[src/rtl/gpio_bank_pkg.sv]
`timescale 1ns/1ps
// Package: shared constants and the register-kind encoding of the GPIO bank.
// Assumes an index laid out as {kind[1:0], port select}.
package gpio_bank_pkg;
    localparam int PORT_W_DEF    = 8;
    localparam int NUM_PORTS_DEF = 2;
    localparam int KIND_W        = 2;

    typedef enum logic [KIND_W-1:0] {
        KIND_INPUT    = 2'd0,
        KIND_OUTPUT   = 2'd1,
        KIND_POLARITY = 2'd2,
        KIND_CONFIG   = 2'd3
    } reg_kind_e;
endpackage

[src/rtl/gpio_sync.sv]
`timescale 1ns/1ps
// Module: two-stage synchroniser for the asynchronous pad levels.
// Assumes each bit is independent; no multi-bit coherence is promised.
module gpio_sync #(
    parameter int W = 16
) (
    input  logic         clk,
    input  logic         rst_n,
    input  logic [W-1:0] async_in,
    output logic [W-1:0] sync_out
);
    logic [W-1:0] stage1_q;

    // Two back-to-back flops; reset clears both stages.
    always_ff @(posedge clk) begin
        if (!rst_n) begin
            stage1_q <= '0;
            sync_out <= '0;
        end else begin
            stage1_q <= async_in;
            sync_out <= stage1_q;
        end
    end
endmodule

[src/rtl/gpio_port_regs.sv]
`timescale 1ns/1ps
// Module: the writable registers of one port (drive, polarity, direction)
// and the pad-control outputs derived from them.
// Assumes the write strobes are already decoded and are one-hot or idle.
module gpio_port_regs #(
    parameter int PORT_W = 8
) (
    input  logic              clk,
    input  logic              rst_n,
    input  logic              wr_out,
    input  logic              wr_pol,
    input  logic              wr_cfg,
    input  logic [PORT_W-1:0] wr_data,
    output logic [PORT_W-1:0] out_q,
    output logic [PORT_W-1:0] pol_q,
    output logic [PORT_W-1:0] cfg_q,
    output logic [PORT_W-1:0] pad_oe,
    output logic [PORT_W-1:0] pad_o
);
    // Register update: reset defaults, else load on the matching strobe.
    always_ff @(posedge clk) begin
        if (!rst_n) begin
            out_q <= '1;
            pol_q <= '0;
            cfg_q <= '1;
        end else begin
            if (wr_out) out_q <= wr_data;
            if (wr_pol) pol_q <= wr_data;
            if (wr_cfg) cfg_q <= wr_data;
        end
    end

    // Pad control: a cleared direction bit enables the driver; input pins drive 0.
    always_comb begin
        pad_oe = ~cfg_q;
        pad_o  = out_q & ~cfg_q;
    end

    AST_CFG_LOAD: assert property (@(posedge clk) disable iff (!rst_n)
        wr_cfg |=> cfg_q == $past(wr_data));
    AST_OUT_HOLD: assert property (@(posedge clk) disable iff (!rst_n)
        !wr_out |=> $stable(out_q));
    AST_POL_HOLD: assert property (@(posedge clk) disable iff (!rst_n)
        !wr_pol |=> $stable(pol_q));
endmodule

[src/rtl/gpio_read_mux.sv]
`timescale 1ns/1ps
// Module: registered read path. It selects one register byte by index and
// applies polarity inversion to input-register reads only.
// Assumes out-of-range port selects read as zero.
module gpio_read_mux
    import gpio_bank_pkg::*;
#(
    parameter int PORT_W    = 8,
    parameter int NUM_PORTS = 2,
    parameter int PSEL_W    = 1,
    parameter int IDX_W     = KIND_W + PSEL_W
) (
    input  logic                              clk,
    input  logic                              rst_n,
    input  logic [IDX_W-1:0]                  rd_idx,
    input  logic [NUM_PORTS-1:0][PORT_W-1:0]  in_sync,
    input  logic [NUM_PORTS-1:0][PORT_W-1:0]  out_all,
    input  logic [NUM_PORTS-1:0][PORT_W-1:0]  pol_all,
    input  logic [NUM_PORTS-1:0][PORT_W-1:0]  cfg_all,
    output logic [PORT_W-1:0]                 rd_data
);
    reg_kind_e         kind;
    logic [PSEL_W-1:0] psel;
    logic [PORT_W-1:0] sel_byte;

    // Split the index and pick the addressed byte.
    always_comb begin
        kind     = reg_kind_e'(rd_idx[IDX_W-1 -: KIND_W]);
        psel     = rd_idx[PSEL_W-1:0];
        sel_byte = '0;
        for (int p = 0; p < NUM_PORTS; p++) begin
            if (psel == PSEL_W'(p)) begin
                case (kind)
                    KIND_INPUT:    sel_byte = in_sync[p] ^ pol_all[p];
                    KIND_OUTPUT:   sel_byte = out_all[p];
                    KIND_POLARITY: sel_byte = pol_all[p];
                    default:       sel_byte = cfg_all[p];
                endcase
            end
        end
    end

    // Read register: one cycle from index to data.
    always_ff @(posedge clk) begin
        if (!rst_n) rd_data <= '0;
        else        rd_data <= sel_byte;
    end

    AST_OUT_READ_LATCH: assert property (@(posedge clk) disable iff (!rst_n)
        (rd_idx == IDX_W'({KIND_OUTPUT, 1'b0})) |=> rd_data == $past(out_all[0]));
endmodule

[src/rtl/gpio_bank.sv]
`timescale 1ns/1ps
// Module: top of the GPIO register bank. It decodes write strobes per port,
// instantiates the port registers, the pad synchroniser and the read path.
// Assumes one write per cycle from the bus front end.
module gpio_bank
    import gpio_bank_pkg::*;
#(
    parameter int PORT_W    = PORT_W_DEF,
    parameter int NUM_PORTS = NUM_PORTS_DEF,
    parameter int PSEL_W    = (NUM_PORTS > 1) ? $clog2(NUM_PORTS) : 1,
    parameter int IDX_W     = KIND_W + PSEL_W,
    parameter int PIN_W     = PORT_W * NUM_PORTS
) (
    input  logic              clk,
    input  logic              rst_n,
    input  logic              wr_en,
    input  logic [IDX_W-1:0]  wr_idx,
    input  logic [PORT_W-1:0] wr_data,
    input  logic [IDX_W-1:0]  rd_idx,
    output logic [PORT_W-1:0] rd_data,
    input  logic [PIN_W-1:0]  pin_in,
    output logic [PIN_W-1:0]  pin_oe,
    output logic [PIN_W-1:0]  pin_out
);
    logic [PIN_W-1:0]                  pin_sync;
    logic [NUM_PORTS-1:0][PORT_W-1:0]  in_all;
    logic [NUM_PORTS-1:0][PORT_W-1:0]  out_all;
    logic [NUM_PORTS-1:0][PORT_W-1:0]  pol_all;
    logic [NUM_PORTS-1:0][PORT_W-1:0]  cfg_all;
    reg_kind_e                         wr_kind;
    logic [PSEL_W-1:0]                 wr_psel;

    // Split the write index into kind and port select.
    always_comb begin
        wr_kind = reg_kind_e'(wr_idx[IDX_W-1 -: KIND_W]);
        wr_psel = wr_idx[PSEL_W-1:0];
    end

    gpio_sync #(.W(PIN_W)) u_sync (
        .clk      (clk),
        .rst_n    (rst_n),
        .async_in (pin_in),
        .sync_out (pin_sync)
    );

    for (genvar p = 0; p < NUM_PORTS; p++) begin : g_port
        logic hit;
        // Port hit: strobe active and the select matches this port.
        always_comb hit = wr_en && (wr_psel == PSEL_W'(p));

        assign in_all[p] = pin_sync[p*PORT_W +: PORT_W];

        gpio_port_regs #(.PORT_W(PORT_W)) u_regs (
            .clk     (clk),
            .rst_n   (rst_n),
            .wr_out  (hit && wr_kind == KIND_OUTPUT),
            .wr_pol  (hit && wr_kind == KIND_POLARITY),
            .wr_cfg  (hit && wr_kind == KIND_CONFIG),
            .wr_data (wr_data),
            .out_q   (out_all[p]),
            .pol_q   (pol_all[p]),
            .cfg_q   (cfg_all[p]),
            .pad_oe  (pin_oe[p*PORT_W +: PORT_W]),
            .pad_o   (pin_out[p*PORT_W +: PORT_W])
        );
    end

    gpio_read_mux #(
        .PORT_W    (PORT_W),
        .NUM_PORTS (NUM_PORTS),
        .PSEL_W    (PSEL_W),
        .IDX_W     (IDX_W)
    ) u_rd (
        .clk     (clk),
        .rst_n   (rst_n),
        .rd_idx  (rd_idx),
        .in_sync (in_all),
        .out_all (out_all),
        .pol_all (pol_all),
        .cfg_all (cfg_all),
        .rd_data (rd_data)
    );

    AST_RESET_NO_DRIVE: assert property (@(posedge clk) disable iff (!rst_n)
        $rose(rst_n) |-> pin_oe == '0);
    AST_INPUT_WRITE_IGNORED: assert property (@(posedge clk) disable iff (!rst_n)
        (wr_en && wr_kind == KIND_INPUT) |=> ($stable(out_all) && $stable(pol_all) && $stable(cfg_all)));
    AST_INPUT_PIN_QUIET: assert property (@(posedge clk) disable iff (!rst_n)
        (pin_out & ~pin_oe) == '0);
endmodule

[config.mk]
export PLATFORM = sky130hd
export DESIGN_NAME = gpio_bank
export DESIGN_NICKNAME = d
export VERILOG_FILES = /design/src/rtl/gpio_bank_pkg.sv /design/src/rtl/gpio_sync.sv /design/src/rtl/gpio_port_regs.sv /design/src/rtl/gpio_read_mux.sv /design/src/rtl/gpio_bank.sv
export SDC_FILE = /design/constraint.sdc
export NUM_CORES = 1
export LEC_CHECK = 0
export BUFFER_PORTS_ARGS = -buffer_cell sky130_fd_sc_hd__buf_2
export CORE_MARGIN = 1
export CORE_UTILIZATION = 49
export DETAILED_ROUTE_END_ITERATION = 12
export PLACE_DENSITY = 0.75
export RECOVER_POWER = 50
export SLEW_MARGIN = 20
export SYNTH_ARGS = -nofsm -noshare
export SYNTH_HDL_FRONTEND = slang
export SYNTH_SLANG_ARGS = --single-unit
[constraint.sdc]
create_clock -name clk -period 0.9 [get_ports clk]
set_input_delay 0.09 -clock clk [delete_from_list [all_inputs] [get_ports clk]]
set_output_delay 0.09 -clock clk [all_outputs]
set_load 0.005 [all_outputs]
# After elaboration in Yosys (flattened, before gate mapping)
# Cells that the tools add are included.
word_totals:
  register_bits: 88
  input_bits: 33
classes:
  n_eq_ne: 5
  mux: 3
  n_bitwise: 7
  n_reduce_logical: 9
ops:
  columns: ["cell", "n"]
  rows:
  - ["$pmux 8 s3", 2]
  - ["$and 8x8->8", 2]
  - ["$not 8->8", 2]
  - ["$xor 8x8->8", 2]
  - ["$logic_and 1x1->1", 8]
  - ["$mux 8", 1]
  - ["$eq 2x2->1 const B", 3]
  - ["$eq 2x1->1 const B", 2]
  - ["$logic_not 2->1", 1]
  - ["$not 1->1", 1]

# Depth between registers and ports, before layout
# Gate-level depths: netlist (run 1).
logic_depth:
  ltp_word: 3
  depth_mapped: 6
  depth_no_buf: 4

# By module
# A second synthesis (run 1) with hierarchy kept.
hier_totals:
  cells_unflattened: 377
  hier_area_um2: 3823.7
by_module_without_submodules:
  columns: ["mod", "n_inst", "cells_per_inst", "area_per_inst_um2"]
  rows:
  - ["gpio_port_regs", 2, 94, 958.4]
  - ["gpio_read_mux", 1, 116, 942.2]
  - ["gpio_sync", 1, 67, 895.9]
  - ["gpio_bank", 1, 6, 68.8]

# Worst setup path before layout (run 1)
# No wires, ideal clock.
synth_timing:
  path_type: "input -> register"
  from: "input port rd_idx[2]"
  to: "register u_rd.rd_data[5]"
  setup_ns: 0.136
  arrival_ns: 0.846
  required_ns: 0.764
  setup_slack_ns: -0.082
  path_stages: 6
  path_buffers: 2
  cell_sequence: "buf_2 -> buf_6 -> mux2i_1 -> nand2_1 -> o211ai_1 -> o221ai_1"
synth_via:
  elab_chain_len: 3
  word_cells_on_any_way: 6
synth_rtl:
  columns: ["item", "line", "rtl"]
  rows:
  - ["start: declaration", "gpio_bank.sv:19", "input logic [IDX_W-1:0] rd_idx,"]
  - ["$eq 2x2->1, or another cell as far along", "gpio_read_mux.sv:33", "case (kind)"]
  - ["$pmux 8 s3", "gpio_read_mux.sv:33", null]
  - ["$mux 8 *", "gpio_read_mux.sv:32", "if (psel == PSEL_W'(p)) begin"]
  - ["end signal: assignment", "gpio_read_mux.sv:46", "else rd_data <= sel_byte;"]
  - ["end: declaration", "gpio_read_mux.sv:20", "output logic [PORT_W-1:0] rd_data"]
# Mark *: on every way between the ends. The rest lies on a longest branch, timed or not.
# A chain may end at the register's enable or synchronous reset.

# Final worst setup path (run 1)
layout_timing:
  from: "register g_port[1].u_regs.cfg_q[0]"
  to: "output port pin_out[8]"
layout_via:
  elab_chain_len: 2
layout_rtl:
  columns: ["item", "line", "rtl"]
  rows:
  - ["start: declaration", "gpio_port_regs.sv:16", "output logic [PORT_W-1:0] cfg_q,"]
  - ["start signal: assignment", "gpio_port_regs.sv:29", "if (wr_cfg) cfg_q <= wr_data;"]
  - ["$not 8->8", "gpio_port_regs.sv:36", "pad_o = out_q & ~cfg_q;"]
  - ["$and 8x8->8", "gpio_port_regs.sv:36", null]
  - ["end: declaration", "gpio_bank.sv:23", "output logic [PIN_W-1:0] pin_out"]
# No other way between the ends.

==> out/results.ini, run 1 <==
[routing]
routed_via_density=5.078
wl_per_cell_um=15.11
drc_errors=0
first_pass_iters=5
drtAntennaViolNets=0
drt_wl_total_mm=9.552
drt_iter0_markers=205
vias=3209

[yosys]
muxShareOfSynthArea=0.04529
synth.distinct_cells=21
synthSimpleGateAreaFrac=0.2696
syn_nets=424
yosys_register_bits=88
synth_area_per_cell_um2=9.043
synth-seq-area-share=0.4982
synth_top_family_by_area=simple AND/OR/NAND/NOR gates
synth_xor_xnor_area_share=0.03963
synth_adder_area_share=0
synth-compound-area-share=0.1047
syn_area_um2=3536
yosysWarnings=0
syn_inst=391

[critical_path]
cp.required_ns=0.81
reg2regPathDepth=4
startpoint_type=register
arrival_ns=1.03
r2r_slack_ns=-0.15
path_max_fanout=2
critPathKind=register to primary output
r2r_end=u_rd.rd_data[1]
endpoint_kind=primary output
r2r_start=g_port[0].u_regs.out_q[1]

[floorplanning]
die-width_um=86.95
num_io_pins=73
design.die.area_um2=7559
start_util=0.5148
dieHeight_um=86.95
fp-row-count=30
core_area_um2=6869

[placed_design]
port_buffers=72
place_inst=564
hpwl_mm=6.140
dpl_worst_slack_ns=-0.2004
gp_congestion=0.8607
dpl_cell_area_um2=4180

[sta]
hold_ws_ns=0.04731
setup_violations=66
max_freq_mhz=890.5
final_max_slew_viol_count=0
worstMarginPinSlew_ns=0.5343
postLayoutSetupSlackWorst_ns=-0.2230
final.setup.tns_ns=-4.874
rsz0062_at_grt=yes
final-hold-violation-count=0
finalClockSkew_ns=0.007466
finalCriticalPeriod_ns=1.123
relSlewSlack=0.6438
timing.final.crit_share=1.248

[power_and_ir_drop]
power_leakage_nw=2.266
powerDensity_nw_per_um2=1597
total_power_mw=8.133
ir_drop_v=0.001605

[min_path]
hold_end=g_port[0].u_regs.out_q[0]
min_path_type=primary input to register
worstHoldPathCells=3
hold_path_startpoint=wr_data[0]

[global_route]
antenna_found_initial=0
grt_start_max_net_pins=31
grt_pass1_vias=2907
grt_pass1_wl_mm=14.17
overflow=0
track_usage=0.2524

[finish]
fin_util=0.7415
layout.cells.non_filler=632
fin_area_um2=5094
final_cell_mix=91 x nand2_1, 55 x buf_2, 47 x dfxtp_1, 36 x buf_4, 35 x dfxtp_2
nets=564
drive_above_1_share=0.4067
syn2layout_area_growth_pct=44.06
final_common_cell=nand2_1
n_antenna_cell=0
fillerInstances=478

[run_status]
outcome=finished, violations left
violations=setup timing

[clocking]
tritoncts=yes
clockBufferDepth=2
clk_latency_ns=0.37
cts_made_buffers=9
clk_pin_slew_ns=0.09
cts-root-buf=clkbuf_8
cts_sinks=88
htree_levels=3

[job]
max_cap_viol_count=0

==> metal layers <==
layer | vias to the layer above | track usage | part of all wire
met2 | 143 | 0.4445 | 0.50
li1 | 1561 | - | -
met3 | 30 | 0.05213 | 0.063
met1 | 1475 | 0.2910 | 0.40
met4 | 0 | 0.1227 | 0.033
met5 | - | 0 | 0
==> area by class of cell <==
cell class	instances	area (µm²)	share of cell area
Clock buffer	11	141.4	0.02776
Multi-Input combinational cell	269	1689	0.3316
Sequential cell	88	1828	0.3589
Inverter	16	65.06	0.01277
Tap cell	96	120.1	0.02358
Clock inverter	5	80.08	0.01572
Timing Repair Buffer	147	1170	0.2297
==> Yosys cell counts <==
cell	number	share of area
xnor2_1	16	0.040
buf_2	6	0.0085
nor2_2	4	0.0071
nor2b_1	27	0.048
a21boi_0	16	0.034
nand3b_1	1	0.0021
inv_1	16	0.017
nand2b_1	10	0.018
nor2_4	2	0.0064
nand2_2	1	0.0018
mux2i_1	16	0.045
nand2_1	91	0.097
clkbuf_1	10	0.011
nand3_1	18	0.025
or3b_1	1	0.0025
buf_6	2	0.0064
and2_1	33	0.058
nand2b_4	1	0.0039
dfxtp_1	88	0.50
o211ai_1	24	0.051
o221ai_1	8	0.020
==> cell families after synthesis <==
logic type      count (synthesis)
simple gates                  189
flops                          88
compound gates                 48
buf+inv                        34
xor+xnor                       16
mux                            16
==> registers in the layout, indices dropped and copies added, names as in the netlist <==
register / flops
g_port.u_regs.out_q: 16
u_sync.sync_out: 16
g_port.u_regs.cfg_q: 16
g_port.u_regs.pol_q: 16
u_sync.stage1_q: 16
u_rd.rd_data: 8
==> critical path, cell delays in order (launching register included) <==
cell,delay [ns]
dfxtp_2,0.35
buf_6,0.13
nor2b_4,0.09
buf_2,0.11
==> power breakdown <==
| part | switching [mW] | internal, mW |
|---|---|---|
| combinational | 0.446 | 0.534 |
| clock | 1.37 | 1.63 |
| sequential | 0.0928 | 4.06 |
| total | 1.91 | 6.23 |
==> how the worst max path moves through the flow <==
stage,startpoint,to,cells after the start
2_1_floorplan,rd_idx[1],u_rd.rd_data[6],4
3_3_place_gp,rd_idx[2],u_rd.rd_data[7],6
3_5_place_dp,rd_idx[2],u_rd.rd_data[3],6
4_1_cts,g_port[1].u_regs.cfg_q[0],pin_out[8],3
5_1_grt,g_port[1].u_regs.cfg_q[0],pin_out[8],3
6_report,g_port[1].u_regs.cfg_q[0],pin_out[8],3
==> timing repair <==
action | in CTS | in global routing
endpoints found under the hold margin | 16 | 0
gates resized for setup | 68 | 36
setup buffers | 30 | 6
pin swaps | 6 | 9
setup endpoints to repair | 43 | 47
hold buffers | 16 | 0
Power figures use the tool's default switching activity.
==> run 2, diff against run 1 <==
--- a/config.mk
+++ b/config.mk
@@ -6,6 +6,7 @@
 export NUM_CORES = 1
 export LEC_CHECK = 0
 export BUFFER_PORTS_ARGS = -buffer_cell sky130_fd_sc_hd__buf_2
+export CORE_ASPECT_RATIO = 0.7
 export CORE_MARGIN = 1
 export CORE_UTILIZATION = 49
 export DETAILED_ROUTE_END_ITERATION = 12
==> out/results.ini, run 2 (synthesized netlist as in run 1, its figures left out) <==
[run_status]
outcome=finished, violations left  ; unchanged
violations=setup timing  ; unchanged

[routing]
vias=3320  ; was 3,209
drt_wl_total_mm=10.02  ; was 9.552 mm
drtAntennaViolNets=0  ; unchanged
routed_via_density=5.155  ; was 5.078
drc_errors=0  ; unchanged
first_pass_iters=5  ; unchanged
wl_per_cell_um=15.56  ; was 15.11 µm
drt_iter0_markers=141  ; was 205

[clocking]
tritoncts=yes  ; unchanged
cts_made_buffers=9  ; unchanged
cts_sinks=88  ; unchanged
htree_levels=3  ; unchanged
clockBufferDepth=2  ; unchanged
cts-root-buf=clkbuf_8  ; unchanged
clk_pin_slew_ns=0.08  ; was 0.09 ns
clk_latency_ns=0.36  ; was 0.37 ns

[floorplanning]
dieHeight_um=73.07  ; was 86.95 µm
num_io_pins=73  ; unchanged
start_util=0.5162  ; was 0.5148
die-width_um=103.5  ; was 86.95 µm
design.die.area_um2=7565  ; was 7559 µm²
core_area_um2=6850  ; was 6869 µm²
fp-row-count=25  ; was 30

[power_and_ir_drop]
total_power_mw=7.934  ; was 8.133 mW
powerDensity_nw_per_um2=1503  ; was 1597 nW/µm²
ir_drop_v=0.0008778  ; was 0.001605 V
power_leakage_nw=2.374  ; was 2.266 nW

[critical_path]
crit_family=flip-flops  ; unchanged
cp.required_ns=1.12  ; was 0.81 ns
path_buf_inv=1  ; was 2
r2r_slack_ns=-0.25  ; was -0.15 ns
path_cells=buf_6 -> mux2i_1 -> nand2_1 -> o211ai_1 -> o221ai_1  ; was buf_6 -> nor2b_4 -> buf_2
critPathKind=register to register  ; was register to primary output
startpoint_type=register  ; unchanged
endpoint_kind=register  ; was primary output
crit_slowest_cell=dfxtp_2  ; unchanged
path_max_fanout=2  ; unchanged
arrival_ns=1.37  ; was 1.03 ns
max_stage_delay_ns=0.34  ; was 0.35 ns

[finish]
nets=578  ; was 564
syn2layout_area_growth_pct=49.33  ; was 44.06%
n_antenna_cell=0  ; unchanged
layout.cells.non_filler=644  ; was 632
final_common_cell=nand2_1  ; unchanged
drive_above_1_share=0.4273  ; was 0.4067
final_cell_mix=91 x nand2_1, 54 x buf_2, 49 x dfxtp_1, 49 x buf_6, 36 x buf_4  ; was 91 x nand2_1, 55 x buf_2, 47 x dfxtp_1, 36 x buf_4, 35 x dfxtp_2

[placed_design]
place_inst=571  ; was 564
hpwl_mm=6.090  ; was 6.140 mm
gp_congestion=0.8857  ; was 0.8607
port_buffers=72  ; unchanged
dpl_worst_slack_ns=-0.3032  ; was -0.2004 ns

[sta]
relSlewSlack=0.7321  ; was 0.6438
setup_violations=41  ; was 66
max_freq_mhz=870.6  ; was 890.5 MHz
finalClockSkew_ns=0.01085  ; was 0.007466 ns
postLayoutSetupSlackWorst_ns=-0.2486  ; was -0.2230 ns
final_max_slew_viol_count=0  ; unchanged
rsz0062_at_grt=yes  ; unchanged
finalCriticalPeriod_ns=1.149  ; was 1.123 ns
final.setup.tns_ns=-5.946  ; was -4.874 ns
worstMarginPinSlew_ns=0.4007  ; was 0.5343 ns
timing.final.crit_share=1.276  ; was 1.248
hold_ws_ns=0.06236  ; was 0.04731 ns
final-hold-violation-count=0  ; unchanged

[global_route]
grt_pass1_wl_mm=15.09  ; was 14.17 mm
overflow=0  ; unchanged
grt_pass1_vias=3065  ; was 2,907
grt_start_max_net_pins=54  ; was 31
track_usage=0.2619  ; was 0.2524
antenna_found_initial=0  ; unchanged

[min_path]
min_path_type=primary input to register  ; unchanged

[job]
max_cap_viol_count=0  ; unchanged

==> run 2: worst paths after layout <==
check,start,cells past startpoint,endpoint
max reg2reg,g_port[1].u_regs.cfg_q[1],5,u_rd.rd_data[1]
max,g_port[1].u_regs.cfg_q[1],5,u_rd.rd_data[1]
min,wr_data[5],3,g_port[1].u_regs.pol_q[5]
min reg2reg,u_sync.stage1_q[3],1,u_sync.sync_out[3]
==> run 2: power by group <==
part	internal [mW]	switching, mW	total, mW
clock	1.35	1.36	2.72
sequential	4.06	0.0879	4.15
combinational	0.588	0.479	1.07
==> run 2: final cells by class <==
cell class | count | area, µm²
flip-flops and latches | 88 | 1821
multi-input cells | 269 | 1713
fillers | 463 | 1570
repair buffers | 161 | 1356
clock buffers | 11 | 141.4
well taps | 94 | 117.6
inverters | 16 | 75.07
clock inverters | 5 | 56.30
==> run 2: per-layer routing <==
metal  GRT usage  part of all wire  up-vias
met5           0                 0        -
met4     0.08052             0.018        0
met3     0.06964             0.062       16
met2      0.4340              0.48      134
met1      0.3381              0.44     1587
li1            -                 -     1583
==> run 2: what timing repair did <==
item / 4_1_cts / 5_1_grt
gates resized for setup: 80 / 49
setup endpoints to repair: 44 / 51
endpoints found under the hold margin: 16 / 0
pin swaps: 6 / 12
hold buffers: 16 / 0
buffers inserted: 33 / 8
==> run 2: stage by stage <==
stage	area, µm²	util
6_report	5280	0.7708
5_1_grt	5280	0.7708
4_1_cts	4990	0.7284
3_5_place_dp	4233	0.6179
3_3_place_gp	4233	0.6179
2_1_floorplan	3562	-
==> run 2: worst reg2reg max path, delay by kind of cell (launching register included) <==
kind                   cells  cell delay [ns]
multiplexers               1             0.16
AO/OA/AOI/OAI              2             0.32
AND/OR/NAND/NOR            1             0.07
flip-flops                 1             0.34
buffers and inverters      1             0.11
==> run 3, diff against run 2 <==
--- a/config.mk
+++ b/config.mk
@@ -6,7 +6,7 @@
 export NUM_CORES = 1
 export LEC_CHECK = 0
 export BUFFER_PORTS_ARGS = -buffer_cell sky130_fd_sc_hd__buf_2
-export CORE_ASPECT_RATIO = 0.7
+export CORE_ASPECT_RATIO = 1.1
 export CORE_MARGIN = 1
 export CORE_UTILIZATION = 49
 export DETAILED_ROUTE_END_ITERATION = 12
==> out/results.ini, run 3 (synthesized netlist as in run 1, its figures left out) <==
[global_route]
track_usage=0.2487  ; was 0.2619
antenna_found_initial=0  ; unchanged
overflow=0  ; unchanged
grt_pass1_vias=3099  ; was 3,065
grt_start_max_net_pins=40  ; was 54
grt_pass1_wl_mm=14.57  ; was 15.09 mm

[placed_design]
dpl_worst_slack_ns=-0.2466  ; was -0.3032 ns
place_inst=561  ; was 571
gp_congestion=0.8960  ; was 0.8857
hpwl_mm=6.034  ; was 6.090 mm
port_buffers=72  ; unchanged
dpl_cell_area_um2=4189  ; was 4233 µm²

[power_and_ir_drop]
switchingPower_mw=2.011  ; was 1.931 mW
ir_drop_v=0.001585  ; was 0.0008778 V
pwr-share-comb=0.127  ; was 0.135
total_power_mw=8.231  ; was 7.934 mW
p_int_mw=6.220  ; was 6.003 mW
p_clk_frac=0.370  ; was 0.343
swShare=0.2443  ; was 0.2433
seq_power_share=0.503  ; was 0.523
power_leakage_nw=2.389  ; was 2.374 nW
powerDensity_nw_per_um2=1555  ; was 1503 nW/µm²

[finish]
layout.cells.non_filler=641  ; was 644
regArea_um2=1823  ; was 1821 µm²
n_antenna_cell=0  ; unchanged
drive_above_1_share=0.4263  ; was 0.4273
final_cell_mix=91 x nand2_1, 55 x buf_2, 51 x dfxtp_1, 47 x buf_6, 43 x buf_4  ; was 91 x nand2_1, 54 x buf_2, 49 x dfxtp_1, 49 x buf_6, 36 x buf_4
nets=584  ; was 578
syn2layout_area_growth_pct=49.72  ; was 49.33%
final_common_cell=nand2_1  ; unchanged
fin_area_um2=5294  ; was 5280 µm²
fin_util=0.7555  ; was 0.7708
fillerInstances=453  ; was 463
multi_input_area_um2=1700  ; was 1713 µm²

[clocking]
cts_sinks=88  ; unchanged
tritoncts=yes  ; unchanged
clk_latency_ns=0.35  ; was 0.36 ns
clk_pin_slew_ns=0.09  ; was 0.08 ns
cts-root-buf=clkbuf_8  ; unchanged
clockBufferDepth=2  ; unchanged
cts_made_buffers=9  ; unchanged
htree_levels=3  ; unchanged

[floorplanning]
die-width_um=83.00  ; was 103.5 µm
dieHeight_um=91.10  ; was 73.07 µm
start_util=0.5046  ; was 0.5162
fp-row-count=32  ; was 25
num_io_pins=73  ; unchanged
design.die.area_um2=7560  ; was 7565 µm²
core_area_um2=7007  ; was 6850 µm²

[critical_path]
max_stage_delay_ns=0.34  ; about the same
path_max_fanout=2  ; unchanged
startpoint_type=register  ; unchanged
cp.required_ns=0.81  ; was 1.12 ns
cp-startpoint=g_port[1].u_regs.cfg_q[4]  ; was g_port[1].u_regs.cfg_q[1]
r2r_start=g_port[1].u_regs.cfg_q[3]  ; was g_port[1].u_regs.cfg_q[1]
path_cells=buf_6 -> nor2b_1 -> buf_2  ; was buf_6 -> mux2i_1 -> nand2_1 -> o211ai_1 -> o221ai_1
endpoint_kind=primary output  ; was register
crit_slowest_cell=dfxtp_2  ; unchanged
arrival_ns=1.06  ; was 1.37 ns
critPathKind=register to primary output  ; was register to register

[sta]
timing.final.crit_share=1.281  ; was 1.276
postLayoutSetupSlackWorst_ns=-0.2527  ; was -0.2486 ns
setup_violations=43  ; was 41
final_max_slew_viol_count=0  ; unchanged
hold_ws_ns=0.05839  ; was 0.06236 ns
final.setup.tns_ns=-5.235  ; was -5.946 ns
relSlewSlack=0.7645  ; was 0.7321
rsz0062_at_grt=yes  ; unchanged
finalClockSkew_ns=0.01299  ; was 0.01085 ns
finalCriticalPeriod_ns=1.153  ; was 1.149 ns
worstMarginPinSlew_ns=0.3522  ; was 0.4007 ns
final-hold-violation-count=0  ; unchanged
max_freq_mhz=867.5  ; was 870.6 MHz

[routing]
routed_via_density=5.112  ; was 5.155
drc_errors=0  ; unchanged
drt_iter0_markers=203  ; was 141
drtAntennaViolNets=0  ; unchanged
wl_per_cell_um=15.69  ; was 15.56 µm
vias=3277  ; was 3,320
drt_wl_total_mm=10.06  ; was 10.02 mm
first_pass_iters=5  ; unchanged

[job]
max_cap_viol_count=0  ; unchanged

[min_path]
min_path_type=primary input to register  ; unchanged
hold_path_startpoint=wr_data[6]  ; was wr_data[5]

[run_status]
outcome=finished, violations left  ; unchanged
violations=setup timing  ; unchanged

==> run 3: cell types whose count changed in the layout (fill, tap and decap cells not counted), sizes merged <==
cell,previous run,this run
inv,16,19
buf,144,148
clkinv,3,2
clkinvlp,1,0
bufinv,1,2
==> run 3: worst paths after layout <==
check                                                 end  slack (ns)  depth (start not counted)
worst min register to register         u_sync.sync_out[3]        0.43                          1
worst max-delay path                          pin_out[12]       -0.25                          3
worst max register to register            u_rd.rd_data[3]       -0.14                          5
worst min-delay path            g_port[0].u_regs.out_q[6]        0.06                          3
==> run 3: power by group through the flow <==
stage          Sequential, mW  Combinational [mW]  Clock, mW
6_report                 4.14                1.04       3.05
2_1_floorplan            4.20               0.422          0
3_5_place_dp             4.22               0.751          0
4_1_cts                  4.14               0.922       3.08
3_3_place_gp             4.22               0.736          0
5_1_grt                  4.16                1.12       3.27
==> run 3: final cells by class <==
class	instances	share of cell area
Multi-Input combinational cell	269	0.3212
Tap cell	85	0.02009
Sequential cell	88	0.3444
Clock buffer	9	0.02340
Inverter	16	0.01513
Timing Repair Buffer	167	0.2569
Clock inverter	7	0.01891
==> run 3: layer usage <==
metal,GRT usage,vias up,share of wire
met3,0.06273,38,0.045
met4,0.1365,0,0.045
li1,-,1598,-
met5,0,-,0
met2,0.4399,108,0.51
met1,0.2708,1533,0.40
==> run 3: what timing repair did <==
| item | CTS | global route |
|---|---|---|
| setup buffers | 36 | 12 |
| endpoints found under the hold margin | 16 | 0 |
| endpoints found under the setup margin | 41 | 46 |
| hold buffers | 16 | 0 |
| pin swaps | 2 | 10 |
| gates resized for setup | 72 | 56 |
==> run 3: worst max-delay path: cells and delay by family (launching register included) <==
family	cells	cell delay, ns
buffers and inverters	2	0.24
AND/OR/NAND/NOR	1	0.12
flip-flops	1	0.34
